## config.mk

```make
export PLATFORM = sky130hd
export DESIGN_NAME = pktRingWriter
export DESIGN_NICKNAME = d
export VERILOG_FILES = /design/src/rtl/ringPkg.sv /design/src/rtl/ringCtrl.sv /design/src/rtl/ringData.sv /design/src/rtl/pktRingWriter.sv
export SDC_FILE = /design/constraint.sdc
export NUM_CORES = 1
export LEC_CHECK = 0
export BUFFER_PORTS_ARGS = -buffer_cell sky130_fd_sc_hd__buf_2
export CORE_ASPECT_RATIO = 1.75
export CORE_MARGIN = 2
export CORE_UTILIZATION = 53
export DETAILED_ROUTE_END_ITERATION = 16
export GPL_TIMING_DRIVEN = 1
export PLACE_DENSITY = 0.84
export SLEW_MARGIN = 20
export SYNTH_ARGS = -nofsm -noshare
export SYNTH_HDL_FRONTEND = slang
export SYNTH_SLANG_ARGS = --single-unit
```

## constraint.sdc

```tcl
create_clock -name clk -period 3.9 [get_ports clk]
set_clock_uncertainty 0.05 [all_clocks]
set_input_delay 0.195 -clock clk [delete_from_list [all_inputs] [get_ports clk]]
set_output_delay 0.195 -clock clk [all_outputs]
set_load 0.03 [all_outputs]
```

## src/rtl/ringPkg.sv

```systemverilog
package ringPkg;
  localparam int PAY_BYTES = 188;
  localparam int HDR_BYTES = 4;
  localparam int STRIDE    = PAY_BYTES + HDR_BYTES;
  localparam int OFF_W     = 8;

  localparam logic [2:0] SEL_BASE = 3'd0;
  localparam logic [2:0] SEL_TOP  = 3'd1;
  localparam logic [2:0] SEL_WP   = 3'd2;
  localparam logic [2:0] SEL_RP   = 3'd3;
  localparam logic [2:0] SEL_EN   = 3'd4;

  typedef struct packed {
    logic             capture;
    logic             hdrWr;
    logic             payWr;
    logic             commit;
    logic             ovfInc;
    logic [1:0]       hdrIdx;
    logic [OFF_W-1:0] payIdx;
  } ringStrobes_t;
endpackage

```

## src/rtl/ringCtrl.sv

```systemverilog
module ringCtrl
  import ringPkg::*;
#(
  parameter int NUM_CH = 2,
  parameter int CH_W   = 1
) (
  input  logic              clk,
  input  logic              rstN,
  input  logic              pktValid,
  input  logic              pktSop,
  input  logic [CH_W-1:0]   pktCh,
  input  logic [NUM_CH-1:0] chEn,
  input  logic [NUM_CH-1:0] chRoom,
  input  logic              idleWe,
  input  logic [NUM_CH:0]   idleData,
  output ringStrobes_t      strobes,
  output logic [CH_W-1:0]   curCh,
  output logic              pktReady,
  output logic [NUM_CH-1:0] busyMask,
  output logic              idleIrq
);
  typedef enum logic [1:0] {ST_IDLE, ST_HDR, ST_PAY, ST_DROP} state_t;

  state_t           state;
  logic [OFF_W-1:0] cnt;
  logic [NUM_CH:0]  idleReq;
  logic             start;
  logic             lastByte;
  logic             hdrLast;

  assign start    = pktValid && pktSop && (state == ST_IDLE);
  assign lastByte = (cnt == OFF_W'(PAY_BYTES - 1));
  assign hdrLast  = (cnt == OFF_W'(HDR_BYTES - 1));

  always_comb begin
    strobes         = '0;
    strobes.capture = start;
    strobes.ovfInc  = start && chEn[pktCh] && !chRoom[pktCh];
    strobes.hdrWr   = (state == ST_HDR);
    strobes.hdrIdx  = cnt[1:0];
    strobes.payWr   = (state == ST_PAY) && pktValid;
    strobes.payIdx  = cnt;
    strobes.commit  = (state == ST_PAY) && pktValid && lastByte;
  end

  assign pktReady = ((state == ST_IDLE) && !pktSop) || (state == ST_PAY) || (state == ST_DROP);

  always_ff @(posedge clk or negedge rstN) begin
    if (!rstN) begin
      state <= ST_IDLE;
      cnt   <= '0;
      curCh <= '0;
    end else begin
      case (state)
        ST_IDLE: if (start) begin
          curCh <= pktCh;
          cnt   <= '0;
          if (chEn[pktCh] && chRoom[pktCh]) state <= ST_HDR;
          else                              state <= ST_DROP;
        end
        ST_HDR: begin
          if (hdrLast) begin
            state <= ST_PAY;
            cnt   <= '0;
          end else begin
            cnt <= cnt + 1'b1;
          end
        end
        ST_PAY, ST_DROP: if (pktValid) begin
          if (lastByte) state <= ST_IDLE;
          else          cnt   <= cnt + 1'b1;
        end
        default: state <= ST_IDLE;
      endcase
    end
  end

  for (genvar g = 0; g < NUM_CH; g++) begin : gBusy
    assign busyMask[g] = ((state == ST_HDR) || (state == ST_PAY)) && (curCh == CH_W'(g));
  end

  always_ff @(posedge clk or negedge rstN) begin
    if (!rstN) begin
      idleReq <= '0;
      idleIrq <= 1'b0;
    end else begin
      if (idleWe) idleReq <= idleData;
      idleIrq <= idleReq[NUM_CH] && ((idleReq[NUM_CH-1:0] & busyMask) == '0);
    end
  end
endmodule

```

## src/rtl/ringData.sv

```systemverilog
module ringData
  import ringPkg::*;
#(
  parameter int NUM_CH = 2,
  parameter int CH_W   = 1,
  parameter int ADDR_W = 16,
  parameter int OVF_W  = 8
) (
  input  logic                     clk,
  input  logic                     rstN,
  input  ringStrobes_t             strobes,
  input  logic [CH_W-1:0]          curCh,
  input  logic [CH_W-1:0]          pktCh,
  input  logic [7:0]               pktData,
  input  logic [31:0]              pktHdr,
  input  logic                     cfgWe,
  input  logic [CH_W-1:0]          cfgCh,
  input  logic [2:0]               cfgSel,
  input  logic [ADDR_W-1:0]        cfgData,
  output logic [NUM_CH-1:0]        chEn,
  output logic [NUM_CH-1:0]        chRoom,
  output logic                     memWe,
  output logic [ADDR_W-1:0]        memAddr,
  output logic [7:0]               memData,
  output logic [NUM_CH*ADDR_W-1:0] wrPtr,
  output logic [NUM_CH*OVF_W-1:0]  ovfCnt
);
  logic [31:0]       hdrQ;
  logic [ADDR_W-1:0] wpCur;
  logic [ADDR_W-1:0] off;
  logic [7:0]        hdrByte;

  always_ff @(posedge clk or negedge rstN) begin
    if (!rstN)                hdrQ <= '0;
    else if (strobes.capture) hdrQ <= pktHdr;
  end

  for (genvar g = 0; g < NUM_CH; g++) begin : gChan
    logic [ADDR_W-1:0] baseQ, topQ, wpQ, rpQ, nextWp;
    logic [ADDR_W:0]   sum;
    logic [OVF_W-1:0]  ovfQ;
    logic              enQ;
    logic              sel;

    assign sel    = cfgWe && (cfgCh == CH_W'(g));
    assign sum    = {1'b0, wpQ} + (ADDR_W+1)'(STRIDE);
    assign nextWp = (sum > {1'b0, topQ}) ? baseQ : sum[ADDR_W-1:0];

    always_ff @(posedge clk or negedge rstN) begin
      if (!rstN) begin
        baseQ <= '0;
        topQ  <= '0;
        wpQ   <= '0;
        rpQ   <= '0;
        enQ   <= 1'b0;
        ovfQ  <= '0;
      end else begin
        if (sel) begin
          case (cfgSel)
            SEL_BASE: if (!enQ) baseQ <= cfgData;
            SEL_TOP:  if (!enQ) topQ  <= cfgData;
            SEL_WP:   if (!enQ) wpQ   <= cfgData;
            SEL_RP:   rpQ <= cfgData;
            SEL_EN:   enQ <= cfgData[0];
            default: ;
          endcase
        end
        if (strobes.commit && (curCh == CH_W'(g))) wpQ <= nextWp;
        if (strobes.ovfInc && (pktCh == CH_W'(g))) ovfQ <= ovfQ + 1'b1;
      end
    end

    assign chEn[g]                       = enQ;
    assign chRoom[g]                     = (nextWp != rpQ);
    assign wrPtr[g*ADDR_W +: ADDR_W]     = wpQ;
    assign ovfCnt[g*OVF_W +: OVF_W]      = ovfQ;
  end

  always_comb begin
    case (strobes.hdrIdx)
      2'd0:    hdrByte = hdrQ[31:24];
      2'd1:    hdrByte = hdrQ[23:16];
      2'd2:    hdrByte = hdrQ[15:8];
      default: hdrByte = hdrQ[7:0];
    endcase
  end

  assign wpCur   = wrPtr[curCh*ADDR_W +: ADDR_W];
  assign off     = strobes.hdrWr ? ADDR_W'(strobes.hdrIdx)
                                 : ADDR_W'(HDR_BYTES) + ADDR_W'(strobes.payIdx);
  assign memWe   = strobes.hdrWr || strobes.payWr;
  assign memAddr = wpCur + off;
  assign memData = strobes.hdrWr ? hdrByte : pktData;
endmodule

```

## src/rtl/pktRingWriter.sv

```systemverilog
module pktRingWriter
  import ringPkg::*;
#(
  parameter int NUM_CH = 2,
  parameter int ADDR_W = 16,
  parameter int OVF_W  = 8,
  localparam int CH_W  = (NUM_CH > 1) ? $clog2(NUM_CH) : 1
) (
  input  logic                     clk,
  input  logic                     rstN,
  input  logic                     pktValid,
  input  logic                     pktSop,
  input  logic [CH_W-1:0]          pktCh,
  input  logic [7:0]               pktData,
  input  logic [31:0]              pktHdr,
  output logic                     pktReady,
  input  logic                     cfgWe,
  input  logic [CH_W-1:0]          cfgCh,
  input  logic [2:0]               cfgSel,
  input  logic [ADDR_W-1:0]        cfgData,
  input  logic                     idleWe,
  input  logic [NUM_CH:0]          idleData,
  output logic                     idleIrq,
  output logic                     memWe,
  output logic [ADDR_W-1:0]        memAddr,
  output logic [7:0]               memData,
  output logic [NUM_CH*ADDR_W-1:0] wrPtr,
  output logic [NUM_CH*OVF_W-1:0]  ovfCnt
);
  ringStrobes_t      strobes;
  logic [CH_W-1:0]   curCh;
  logic [NUM_CH-1:0] chEn, chRoom, busyMask;

  ringCtrl #(.NUM_CH(NUM_CH), .CH_W(CH_W)) uCtrl (
    .clk(clk), .rstN(rstN), .pktValid(pktValid), .pktSop(pktSop), .pktCh(pktCh),
    .chEn(chEn), .chRoom(chRoom), .idleWe(idleWe), .idleData(idleData),
    .strobes(strobes), .curCh(curCh), .pktReady(pktReady),
    .busyMask(busyMask), .idleIrq(idleIrq)
  );

  ringData #(.NUM_CH(NUM_CH), .CH_W(CH_W), .ADDR_W(ADDR_W), .OVF_W(OVF_W)) uData (
    .clk(clk), .rstN(rstN), .strobes(strobes), .curCh(curCh), .pktCh(pktCh),
    .pktData(pktData), .pktHdr(pktHdr), .cfgWe(cfgWe), .cfgCh(cfgCh),
    .cfgSel(cfgSel), .cfgData(cfgData), .chEn(chEn), .chRoom(chRoom),
    .memWe(memWe), .memAddr(memAddr), .memData(memData),
    .wrPtr(wrPtr), .ovfCnt(ovfCnt)
  );
endmodule

```

==> summary.md <==
| Metric | Value |
|---|---|
| Pwr/cell area | `a little under 700 mW/mm^2` |
| M1 WL | `~12,000 um` |
| Clk root buf | `clkbuf_16` |
| Failing checks | `negative setup slack` |
| Number of hold violations in the final report | `0` |
| Flop-to-flop setup slack | `-0.37 ns` |
| Syn Area/Cell | `10.72 sq um` |
| Arr. time, crit path | `4.54 ns` |
| Highest routed layer | `met4` |
| Initial antenna violation count | `0` |
| Fin. max-slew vios | `0` |
| Post-Synthesis Cells | `1,055` |
| Placed cells | `1,524` |
| Port bufs | `144` |
| RSZ-0062 raised after global routing | `yes` |
| Placed cell areas | `0.01324 sq mm` |
| Async S/R FF share, synth | `1.000` |
| Kind of critical path | `register to register` |
| Final period util | `1.094` |
| Register bit count reported by yosys | `between 150 and 200` |
| Setup WS post-layout | `-0.3660 ns` |
| ANT cells | `0` |
| H-Tree Depth | `4` |
| Die X | `roughly 110 um` |
| Worst setup SP type | `register` |
| Internal cell power | `5.733 mW` |
| Layout Cells excl Fill | `1,615` |
| DP Worst Slack | `-0.3291 ns` |
| Area Overhead vs Synth | `29.01%` |
| Pin slew with the least headroom to its limit | `1.069 ns` |
| Final worst path period need | `4.266 ns` |
| Status | `complete, but fails checks` |
| Proportion of power drawn by combinational gates | `0.520` |
| Detailed Route WL | `35,610 um` |
| Max Cap Viol | `0` |
| Clock share of power | `0.177` |
| Fill cell count | `1,364` |
| Clk sinks | `approximately 190` |
| Clk Latency, worst-skew pair | `roughly 0.45 ns` |
| Reg2reg end | `uData.gChan[0].ovfQ[1]$_DFFE_PN0P_` |
| Slew headroom | `0.2853` |
| Via density per instance | `6.118` |
| CTS Buf Count | `17` |
| Leak pwr | `6.796 nW` |
| Worst Path Required | `4.18 ns` |
| 1st-iter DRT viols | `750` |
| Final setup vio count | `16` |
| Largest net degree at the start of global routing | `108` |
| Cell Rows | `70` |
| CTS tree | `built` |
| FF-to-FF path depth | `16` |
| Die height | `197.2 um` |
| First-pass GRT wire length | `54,450 um` |
| Commonest non-fill, non-tap cell in the layout | `dfrtp_1` |
| Hold path cells | `2` |
| CP Max Fanout | `5` |
| Ys flop type | `dfrtp_1` |
| Via Count | `about 9.9k` |
| Sw Pwr | `around 4.1 mW` |
| Num ports | `145` |
| GRT Total Usage | `0.3182` |
| Ratio of cells with drive above 1 in the final layout | `0.4160` |
| Die ar. | `0.02256 sq mm` |
| Seq/Total Area, Yosys | `0.4272` |
| Layout Nets | `between 1k and 1.5k` |
| Met2 routed WL | `18,070 um` |
| Max VDD drop | `717.8 uV` |
| Post-synthesis cell type count | `66` |
| Vias in the first global route | `between 10k and 15k` |
| Initial core utilization | `0.5401` |
| Hold EP | `uCtrl.idleReq[2]$_DFFE_PN0P_` |
| Syn Std Cell Area | `0.01131 sq mm` |
| FMAX | `0.2344 GHz` |
| Post-Syn Nets | `1,183` |
| Hold WC Path Type | `input port to register` |
| Most frequent cells in the layout | `dfrtp_1 (178), mux2_2 (169), buf_2 (141), buf_4 (126), nor2_1 (62)` |
| Total grt overflow | `0` |
| Placer Congestion | `0.9589` |
| Final Cell Area | `0.01459 sq mm` |
| Post-DRT Antenna Nets | `0` |
| Met3 WL | `2431 um` |
| Total Power | `9.826 mW` |
| Hold path start | `idleWe` |
| Core ar. | `0.02093 sq mm` |
| Seq pwr share | `0.303` |
| CTS clk-pin slew, worst paths | `0.07 ns` |
| Layout Utilization | `0.6968` |
| DPL Wire Length | `24,850 um` |
| DRC Markers | `0` |
| Wire per inst | `around 22 um` |
| Synthesis Warnings | `0` |
| Drt first pass iters | `5` |
| Origin of the critical flop-to-flop path | `uData.gChan[0].wpQ[6]$_DFFE_PN0P_` |
| EDFF count, synth | `0` |
| Sw frac | `0.4165` |
| Worst Setup End Kind | `register` |
| Clock tree buffer depth | `2` |
-- logic make-up after synthesis --
| family | count (synthesis) | share of synthesized area |
|---|---|---|
| fa+ha+maj | 58 | 0.06485 |
| simple gates | 249 | 0.1145 |
| compound gates | 167 | 0.09573 |
| mux | 201 | 0.1969 |
| xor+xnor | 84 | 0.06507 |
| flops | 193 | 0.4272 |
| buf+inv | 103 | 0.03575 |
-- worst max-delay path by stage --
stage | from | end | slack (ns) | depth (start not counted)
final | uData.gChan[0].wpQ[6]$_DFFE_PN0P_ | uData.gChan[0].ovfQ[1]$_DFFE_PN0P_ | -0.37 | 16
after CTS | uData.gChan[0].wpQ[6]$_DFFE_PN0P_ | uData.gChan[0].ovfQ[1]$_DFFE_PN0P_ | -0.26 | 16
after global placement | uData.gChan[0].wpQ[6]$_DFFE_PN0P_ | uCtrl.state[1]$_DFFE_PN0P_ | -0.30 | 16
after global routing | uData.gChan[0].wpQ[6]$_DFFE_PN0P_ | uData.gChan[0].ovfQ[1]$_DFFE_PN0P_ | -0.44 | 16
after floorplan | uData.gChan[0].wpQ[6]$_DFFE_PN0P_ | uData.gChan[0].ovfQ[1]$_DFFE_PN0P_ | -0.25 | 16
after detailed placement | uData.gChan[0].wpQ[6]$_DFFE_PN0P_ | uCtrl.state[1]$_DFFE_PN0P_ | -0.33 | 17
-- power groups by stage --
stage | combinational, mW | clock [mW] | sequential [mW]
6_report | 5.11 | 1.74 | 2.98
5_1_grt | 5.42 | 1.82 | 3.02
4_1_cts | 4.88 | 1.76 | 2.94
3_5_place_dp | 4.57 | 0 | 2.97
3_3_place_gp | 4.46 | 0 | 2.94
2_1_floorplan | 2.86 | 0 | 3.04
-- flip-flops by register name, summed over array words and instances, names as in the netlist, 2 cells and up --
name               count
uData.hdrQ            32
uData.gChan.rpQ       32
uData.gChan.enQ        2
uData.gChan.topQ      32
uData.gChan.wpQ       32
uData.gChan.baseQ     32
uCtrl.idleReq          3
uData.gChan.ovfQ      16
uCtrl.cnt              8
uCtrl.state            2
-- synth_stat cells (3+ instances only) --
cell,count,area share
a21boi_0,4,0.0027
nand2_1,61,0.020
a31oi_1,5,0.0028
and2_1,8,0.0044
nor2b_1,13,0.0072
nand4_1,15,0.0083
o31ai_1,6,0.0040
xor2_1,28,0.022
and4_1,5,0.0039
nand3_1,28,0.012
or3_1,3,0.0017
o21ai_0,58,0.026
nand2b_1,3,0.0017
nor3_1,11,0.0049
dfrtp_1,193,0.43
a211oi_1,3,0.0020
a21o_1,7,0.0046
nand4b_1,3,0.0023
nor2_1,64,0.021
a222oi_1,8,0.0071
o211ai_1,3,0.0020
a21oi_1,32,0.014
and3_1,4,0.0022
mux2_2,171,0.17
mux2i_1,30,0.027
or4_1,3,0.0020
or4_4,3,0.0030
clkbuf_1,32,0.011
o21a_1,4,0.0027
buf_1,3,0.0010
o22ai_1,16,0.0089
ha_1,57,0.063
xnor2_1,56,0.043
nor4_1,7,0.0039
inv_1,64,0.021
-- repair_timing --
item / 4_1_cts / 5_1_grt
buffers inserted: 15 / 7
gates resized for setup: 36 / 22
hold endpoints to repair: 140 / 0
endpoints found under the setup margin: 25 / 24
pin swaps: 13 / 10
hold buffers: 37 / 0
-- per-stage QoR --
stage | hold WS, ns | TNS, ns
floorplan | -0.1506 | -1.388
global placement | 0.3143 | -1.507
detailed placement | 0.3210 | -2.863
CTS | 0.003140 | -1.852
global route | 0.01094 | -4.970
finish | 0.01042 | -2.992
-- critical path, cell delays in order (launching register included) --
cell and delay, ns:
dfrtp_2 0.39, inv_2 0.05, ha_4 0.19, nor2_4 0.13, nand3_2 0.11, xnor2_2 0.15
ha_1 0.31, nand4_1 0.17, or4_4 0.56, o22ai_4 0.16, buf_6 0.18, mux2i_4 0.30
xnor2_2 0.11, or4_4 0.55, nor4_4 0.27, buf_4 0.17, mux2_4 0.29
-- metal layers --
metal	vias to the layer above	track usage
met5	-	0
met4	0	0.2389
met3	182	0.06597
met2	528	0.5474
met1	4798	0.3366
li1	4373	-
-- layout make-up --
type	instances	area, sq um	share of cell area
Multi-Input combinational cell	759	6454	0.4425
Sequential cell	193	4848	0.3324
Timing Repair Buffer	315	2157	0.1479
Clock buffer	20	446.7	0.03063
Tap cell	252	315.3	0.02162
Inverter	64	240.2	0.01647
Clock inverter	12	123.9	0.008493
No activity file was read; power rests on OpenSTA's default activity.
